## config.mk

```make
export PLATFORM = sky130hd
export DESIGN_NAME = irqArbiter
export DESIGN_NICKNAME = d
export VERILOG_FILES = /design/src/rtl/irqArbPkg.sv /design/src/rtl/irqArbDatapath.sv /design/src/rtl/irqArbControl.sv /design/src/rtl/irqArbiter.sv
export SDC_FILE = /design/constraint.sdc
export NUM_CORES = 1
export LEC_CHECK = 0
export ABC_AREA = 1
export BUFFER_PORTS_ARGS = -buffer_cell sky130_fd_sc_hd__buf_2
export CAP_MARGIN = 20
export CELL_PAD_IN_SITES_DETAIL_PLACEMENT = 0
export CELL_PAD_IN_SITES_GLOBAL_PLACEMENT = 1
export CORE_ASPECT_RATIO = 0.7
export CORE_MARGIN = 1.5
export CORE_UTILIZATION = 29
export CTS_CLUSTER_DIAMETER = 30
export DETAILED_ROUTE_END_ITERATION = 12
export PLACE_DENSITY = 0.6
export SYNTH_ARGS = -nofsm -noshare
export SYNTH_HDL_FRONTEND = slang
export SYNTH_SLANG_ARGS = --single-unit
```

## constraint.sdc

```tcl
create_clock -name clk -period 7.29 [get_ports clk]
set_input_delay 1.458 -clock clk [delete_from_list [all_inputs] [get_ports clk]]
set_output_delay 1.458 -clock clk [all_outputs]
set_load 0.01 [all_outputs]
```

## src/rtl/irqArbPkg.sv

```systemverilog
package irqArbPkg;
  localparam int NUM_SRC    = 5;
  localparam int NUM_LVL    = 4;
  localparam int LVL_W      = $clog2(NUM_LVL);
  localparam int VEC_W      = $clog2(NUM_SRC);
  localparam int REG_W      = 8;
  localparam int ADDR_W     = 2;
  localparam int GLOBAL_BIT = REG_W - 1;

  localparam logic [ADDR_W-1:0] ADDR_EN     = 2'd0;
  localparam logic [ADDR_W-1:0] ADDR_PRI_LO = 2'd1;
  localparam logic [ADDR_W-1:0] ADDR_PRI_HI = 2'd2;

  typedef struct packed {
    logic             push;
    logic [LVL_W-1:0] pushLevel;
    logic             pop;
  } isStrobe_t;
endpackage

```

## src/rtl/irqArbDatapath.sv

```systemverilog
module irqArbDatapath
  import irqArbPkg::*;
(
  input  logic              clk,
  input  logic              rstN,
  input  logic              busWrEn,
  input  logic [ADDR_W-1:0] busAddr,
  input  logic [REG_W-1:0]  busWrData,
  input  logic [NUM_SRC-1:0] irqReq,
  input  isStrobe_t         strobe,
  output logic              candValid,
  output logic [VEC_W-1:0]  candVector,
  output logic [LVL_W-1:0]  candLevel,
  output logic              runValid,
  output logic [LVL_W-1:0]  runLevel
);
  logic                globalEn;
  logic [NUM_SRC-1:0]  srcEn;
  logic [NUM_SRC-1:0]  prioLo;
  logic [NUM_SRC-1:0]  prioHi;
  logic [NUM_LVL-1:0]  inService;
  logic [NUM_LVL-1:0]  inServiceNext;
  logic [NUM_SRC-1:0]  eligible;
  logic [NUM_LVL-1:0]  lvlAny;
  logic [NUM_LVL-1:0][VEC_W-1:0] lvlIdx;
  logic                unusedBits;

  assign unusedBits = ^busWrData[GLOBAL_BIT-1:NUM_SRC];

  // configuration registers and in-service set
  always_ff @(posedge clk or negedge rstN) begin
    if (!rstN) begin
      globalEn  <= 1'b0;
      srcEn     <= '0;
      prioLo    <= '0;
      prioHi    <= '0;
      inService <= '0;
    end else begin
      if (busWrEn) begin
        case (busAddr)
          ADDR_EN: begin
            globalEn <= busWrData[GLOBAL_BIT];
            srcEn    <= busWrData[NUM_SRC-1:0];
          end
          ADDR_PRI_LO: prioLo <= busWrData[NUM_SRC-1:0];
          ADDR_PRI_HI: prioHi <= busWrData[NUM_SRC-1:0];
          default: ;
        endcase
      end
      inService <= inServiceNext;
    end
  end

  assign eligible = irqReq & srcEn & {NUM_SRC{globalEn}};

  // per-level winner, lowest index first
  for (genvar l = 0; l < NUM_LVL; l++) begin : g_lvl
    logic [NUM_SRC-1:0] hit;
    logic [VEC_W-1:0]   idx;
    always_comb begin
      for (int s = 0; s < NUM_SRC; s++)
        hit[s] = eligible[s] && ({prioHi[s], prioLo[s]} == LVL_W'(l));
    end
    always_comb begin
      idx = '0;
      for (int s = NUM_SRC - 1; s >= 0; s--)
        if (hit[s]) idx = VEC_W'(s);
    end
    assign lvlAny[l] = |hit;
    assign lvlIdx[l] = idx;
  end

  // best level overall
  always_comb begin
    candValid  = 1'b0;
    candVector = '0;
    candLevel  = '0;
    for (int l = 0; l < NUM_LVL; l++) begin
      if (lvlAny[l]) begin
        candValid  = 1'b1;
        candVector = lvlIdx[l];
        candLevel  = LVL_W'(l);
      end
    end
  end

  // highest active in-service level
  always_comb begin
    runLevel = '0;
    for (int l = 0; l < NUM_LVL; l++)
      if (inService[l]) runLevel = LVL_W'(l);
  end
  assign runValid = |inService;

  always_comb begin
    inServiceNext = inService;
    if (strobe.pop)  inServiceNext[runLevel]        = 1'b0;
    if (strobe.push) inServiceNext[strobe.pushLevel] = 1'b1;
  end
endmodule

```

## src/rtl/irqArbControl.sv

```systemverilog
module irqArbControl
  import irqArbPkg::*;
(
  input  logic             candValid,
  input  logic [VEC_W-1:0] candVector,
  input  logic [LVL_W-1:0] candLevel,
  input  logic             runValid,
  input  logic [LVL_W-1:0] runLevel,
  input  logic             irqAck,
  input  logic             retStrobe,
  output isStrobe_t        strobe,
  output logic             irqValid,
  output logic [VEC_W-1:0] irqVector,
  output logic [LVL_W-1:0] irqLevel
);
  logic grantOk;

  assign grantOk   = candValid && (!runValid || (candLevel > runLevel));
  assign irqValid  = grantOk;
  assign irqVector = candVector;
  assign irqLevel  = candLevel;

  always_comb begin
    strobe.push      = irqAck && grantOk;
    strobe.pushLevel = candLevel;
    strobe.pop       = retStrobe && runValid;
  end
endmodule

```

## src/rtl/irqArbiter.sv

```systemverilog
module irqArbiter
  import irqArbPkg::*;
(
  input  logic              clk,
  input  logic              rstN,
  input  logic              busWrEn,
  input  logic [ADDR_W-1:0] busAddr,
  input  logic [REG_W-1:0]  busWrData,
  input  logic [NUM_SRC-1:0] irqReq,
  input  logic              irqAck,
  input  logic              retStrobe,
  output logic              irqValid,
  output logic [VEC_W-1:0]  irqVector,
  output logic [LVL_W-1:0]  irqLevel
);
  isStrobe_t        strobe;
  logic             candValid;
  logic [VEC_W-1:0] candVector;
  logic [LVL_W-1:0] candLevel;
  logic             runValid;
  logic [LVL_W-1:0] runLevel;

  irqArbDatapath u_dp (
    .clk(clk), .rstN(rstN), .busWrEn(busWrEn), .busAddr(busAddr),
    .busWrData(busWrData), .irqReq(irqReq), .strobe(strobe),
    .candValid(candValid), .candVector(candVector), .candLevel(candLevel),
    .runValid(runValid), .runLevel(runLevel)
  );

  irqArbControl u_ctl (
    .candValid(candValid), .candVector(candVector), .candLevel(candLevel),
    .runValid(runValid), .runLevel(runLevel), .irqAck(irqAck),
    .retStrobe(retStrobe), .strobe(strobe), .irqValid(irqValid),
    .irqVector(irqVector), .irqLevel(irqLevel)
  );
endmodule

```

# After elaboration in Yosys (flattened, before gate mapping)
# Index checks and enable logic that the tools add are counted.
# Widths: inputs -> output; s select.
# classes
magnitude_cmp,5
n_eq_ne,17
bitwise,5
n_reduce_logical,41
mux,40
# op_table
op,n
$mux 3,24
$logic_and 1x1->1,25
$eq 2x2->1 const B,11
$reduce_or 5->1,4
$eq 2x1->1 const B,6
$logic_not 2->1,6
$and 5x5->5,2
$mux 1,8
$mux 2,4
$mux 4,2
$lt 2x3->1 const B,2
$reduce_and 2->1,3
$and 4x4->4,1
$demux 1 s2,2
$ge 2x1->1 const B,2
$not 4->4,1
$or 4x4->4,1
$reduce_or 4->1,1
$gt 2x2->1,1
$logic_not 1->1,1
$logic_or 1x1->1,1
# totals
output_inout_bits,6
in_bits,20
elab_cells,113
reg_bits,20

# Depth between registers and ports, before layout
# logic_depth
word_depth,13
depth_mapped,15
mapped_depth_nobuf,15

# Modules after synthesis
# Synthesis repeated with hierarchy kept, for this count alone.
# hier_totals
cells_unflattened,209
hier_area_um2,1380.1
# by_module_without_submodules
mod,n_inst,seq_area_each_um2,cells_per_inst,area_per_inst_um2
irqArbDatapath,1,500.5,185,1241.2
irqArbControl,1,0.0,24,138.9

# Worst setup path before layout
# Ideal clock, no wire load.
# synth_path
path_type,input-to-output
start,input port irqReq[0]
end,output port irqValid
n_path_buf,0
stages,13
arrival_time_ns,3.087
slack_ns,2.745
required_ns,5.832
cell_sequence,nand3_1 > nor2_1 > nor2_1 > nand3_2 > inv_2 > nor2_2 > nor2_1 > inv_1 > ha_1 > nand2_1 > o21ai_0 > o41ai_1 > and2_1
# synth_between
elab_chain_cells,10
word_cells_on_any_way,20
cone_classes,1 x order compare; 7 x mux; 2 x bitwise; 10 x reduce/logical
# synth_rtl
item,line_no,text
from (decl),irqArbiter.sv:9,"input logic [NUM_SRC-1:0] irqReq,"
$and 5x5->5 * (2 in a row),irqArbDatapath.sv:54,assign eligible = irqReq & srcEn & {NUM_SRC{globalEn}};
$logic_and 1x1->1,irqArbDatapath.sv:62,"hit[s] = eligible[s] && ({prioHi[s], prioLo[s]} == LVL_W'(l));"
$reduce_or 5->1,irqArbDatapath.sv:69,assign lvlAny[l] = |hit;
$mux 1,irqArbDatapath.sv:79,if (lvlAny[l]) begin
$mux 2,irqArbDatapath.sv:79,
$mux 2 *,irqArbDatapath.sv:79,
net irqLevel[0],irqArbiter.sv:14,output logic [LVL_W-1:0] irqLevel
$gt 2x2->1 *,irqArbControl.sv:18,assign grantOk = candValid && (!runValid || (candLevel > runLevel));
$logic_or 1x1->1 *,irqArbControl.sv:18,
$logic_and 1x1->1 *,irqArbControl.sv:18,
to (decl),irqArbiter.sv:12,"output logic irqValid,"
# The timed path passes the listed nets; every way through them passes the cells marked *.

# Worst setup path in the final report
# layout_path
start,input port irqReq[0]
end,output port irqValid
# layout_between
elab_chain_cells,10
word_cells_on_any_way,20
cone_classes,1 x order compare; 7 x mux; 2 x bitwise; 10 x reduce/logical
# layout_rtl
item,line_no
$and 5x5->5 * (2 in a row),irqArbDatapath.sv:54
$logic_and 1x1->1,irqArbDatapath.sv:62
$reduce_or 5->1,irqArbDatapath.sv:69
$mux 1,irqArbDatapath.sv:79
$mux 2 (2 in a row),irqArbDatapath.sv:79
$gt 2x2->1,irqArbControl.sv:18
$logic_or 1x1->1,irqArbControl.sv:18
$logic_and 1x1->1 *,irqArbControl.sv:18
# Mark *: on every way between the ends. The rest lies on a longest branch, timed or not.

==> out/results.tsv <==
metric	value	unit
outcome	completed	
Comb pwr share	0.288	
Cell Rows	20	
worst vdd ir	0.0000975	V
crit start category	input port	
largest net degree at the start of global routing	21	
Max-slew headroom	0.483	
WL/cell	11.1	um
clock share of power	0.306	
CP max FO	5	
worst slew pin tran	0.766	ns
syn nets	218	
hold path startpoint	u_dp.srcEn[0]	
Fmax achieved	203	MHz
Avg Inst Size Synth	6.59	um2
Setup WS pre-CTS	2.35	ns
Hold Path Cell Cnt	2	
drt first pass iters	4	
cell count after synthesis	196	
sequential area share after synthesis	0.387	
static leakage	0.837	nW
CTS tree	built	
worst path required time	5.83	ns
vias in the first global route	1082	
first-pass GRT wire length	5040	um
initial core utilization	0.300	
maxcap violations	0	
worst reg2reg endpoint	u_dp.inService[2]	
RSZ-0062 raised after global routing	false	
adder-cell share of the synthesized area	0.0194	
Layout Nets	245	
clock slew at reported path FFs	0.07	ns
Tightest Hold Check Type	flip-flop to flip-flop	
CTS H-tree lvls	1	
number of hold buffers added after CTS	0	
Slew Limit Fails	0	
Boundary Pins	26	
crit share post-route	0.675	
Final Skew	0.00351	ns
Hold Fails Final Rpt	0	
WP data arrival	3.47	ns
Critical Path Max Stage Delay	0.32	ns
top_reg_cell synth	dfrtp_1	
Clock Tree Buf Depth	2	
ANT cells	0	
#FFs+latches synth	20	
Worst Setup Path Type	input port to output port	
sequential share of power	0.406	
grt met2 use	0.180	
final setup TNS	0	ns
met1 Use GR	0.233	
area grow syn2layout	19.5	%
Slowest-stage cell, CP	ha_1	
Synth Area in XOR/XNOR	0	
met3 usage	0.0186	
die width	82.8	um
post-CTS setup buffers	0	
WL final	3090	um
via count	1230	
R2R cell count	14	
fin crit period	4.92	ns
Net Sw Frac	0.324	
Ys Warns	0	
post-synthesis mux area share	0.00871	
Fill cells	483	
Post-synth EDFFs	0	
Worst Setup End Kind	output port	
First DRT Iteration DRCs	46	
Avg Vias per Cell	4.44	
Design Power	0.000357	W
antenna violations before repair	0	
PortBufs	23	
DRC viols	0	
crit path cell chain	buf_2 -> nand3_1 -> nor2_1 -> nor2_1 -> nand3_2 -> inv_2 -> nand2_1 -> ha_1 -> inv_1 -> nor2_1 -> o21ai_0 -> o41ai_1 -> and2_1 -> buf_2	
fraction of layout cells with a size suffix above 1	0.153	
Synth async-reset ratio	1.00	
clk sink count	20	
core area	4300	um2
Worst R2R Setup Slack	4.81	ns
GPL Wtd Cong	0.721	
worst skew pair latency	0.26	ns
GRT busiest layer	met1	
Cell variety after synth	21	
Pint	0.000242	W
Final ANT Viol Nets	0	
Post-Synth Simple-Gate Area	0.380	
WHS Endpoint	u_dp.srcEn[0]	
Setup-failing EPs final	0	
full die area	4870	um2
grt ovf	0	
Post-Syn Area	1290	um2
Compound-Gate Fraction of Synth Area	0.120	
sw power	0.000116	W
post-cts resize count	0	
GRT Total Usage	0.138	
crit-path most repeated cell	nor2_1	
P per Cell Area	231	nW/um2
worst r2r src	u_dp.globalEn	
total CTS buffers	3	
Final WS setup	2.37	ns
post-DP HPWL	2550	um
Setup crit start	irqReq[0]	
largest family of logic cells by synthesized area	simple AND/OR/NAND/NOR gates	
die span in y	58.9	um
Clock Root Buffer	clkbuf_8	
layer usage:
layer | up-vias | wire (um)
li1 | 682 | -
met1 | 529 | 1830
met2 | 17 | 1140
met3 | 2 | 92
met4 | 0 | 16
met5 | - | 0
stage by stage:
step           instance area [um2]  cells  hold slack [ns]  utilization
2_1_floorplan                 1290    196            0.453            -
3_3_place_gp                  1470    273            0.469        0.342
3_5_place_dp                  1470    273            0.475        0.342
4_1_cts                       1540    277            0.494        0.359
5_1_grt                       1540    277            0.517        0.359
6_report                      1540    277            0.490        0.359
final cells by class:
type                            count  area (um2)  area share
Timing Repair Buffer               23         115      0.0746
Sequential cell                    20         500       0.324
Clock buffer                        3        41.3      0.0267
Multi-Input combinational cell    147         683       0.442
Tap cell                           55        68.8      0.0446
Clock inverter                      1        30.0      0.0194
Inverter                           28         105      0.0681
power groups by stage:
stage | Clock (W) | Sequential (W) | Combinational (W)
detailed placement | 0 | 0.000147 | 0.000104
global placement | 0 | 0.000147 | 0.000102
CTS | 0.000112 | 0.000145 | 0.000104
finish | 0.000109 | 0.000145 | 0.000103
floorplan | 0 | 0.000143 | 0.0000740
global route | 0.000117 | 0.000147 | 0.000119
critical path, delay by kind of cell:
kind / cells / cell delay, ns
adder cells (fa/ha/maj): 1 / 0.32
AO/OA/AOI/OAI: 2 / 0.31
buffers and inverters: 4 / 0.40
AND/OR/NAND/NOR: 7 / 0.98
synth_stat cells, types with 2 or more instances:
master	instances	area share
a21oi_1	2	0.0077
inv_1	26	0.076
nand2_1	53	0.15
nor2_1	34	0.099
dfrtp_1	20	0.39
nand3_2	3	0.023
nor3_1	3	0.012
inv_2	2	0.0058
nand3_1	15	0.058
o21ai_0	22	0.085
ha_1	2	0.019
nand4_1	4	0.019
o21bai_1	2	0.012
sequential cells by signal, summed over array words and instances, names as in the netlist:
| register | flops |
|---|---|
| u_dp.srcEn | 5 |
| u_dp.globalEn | 1 |
| u_dp.prioHi | 5 |
| u_dp.inService | 4 |
| u_dp.prioLo | 5 |
kinds of logic (layout without fill, tap and decap cells):
family                     after synthesis  after routing
buffers and inverters                   29             55
and+or+nand+nor                        115            115
AOI/OAI and AO/OA                       29             29
muxes                                    1              1
adders and majority gates                2              2
DFF                                     20             20
worst max path at each step:
| stage | endpoint | depth (start not counted) |
|---|---|---|
| 2_1_floorplan | irqValid | 13 |
| 3_3_place_gp | irqValid | 14 |
| 3_5_place_dp | irqValid | 14 |
| 4_1_cts | irqValid | 14 |
| 5_1_grt | irqValid | 14 |
| 6_report | irqValid | 14 |
layout by cell type (no fill, tap or decap), types with 2 or more instances in the layout:
cell type  netlist  layout
a21oi_1          2       2
buf_2            0      23
clkbuf_8         0       3
dfrtp_1         20      20
ha_1             2       2
inv_1           26      26
inv_2            2       2
nand2_1         53      53
nand3_1         15      15
nand3_2          3       3
nand4_1          4       4
nor2_1          34      34
nor3_1           3       3
o21ai_0         22      22
o21bai_1         2       2
No activity file was read; power rests on OpenSTA's default activity.
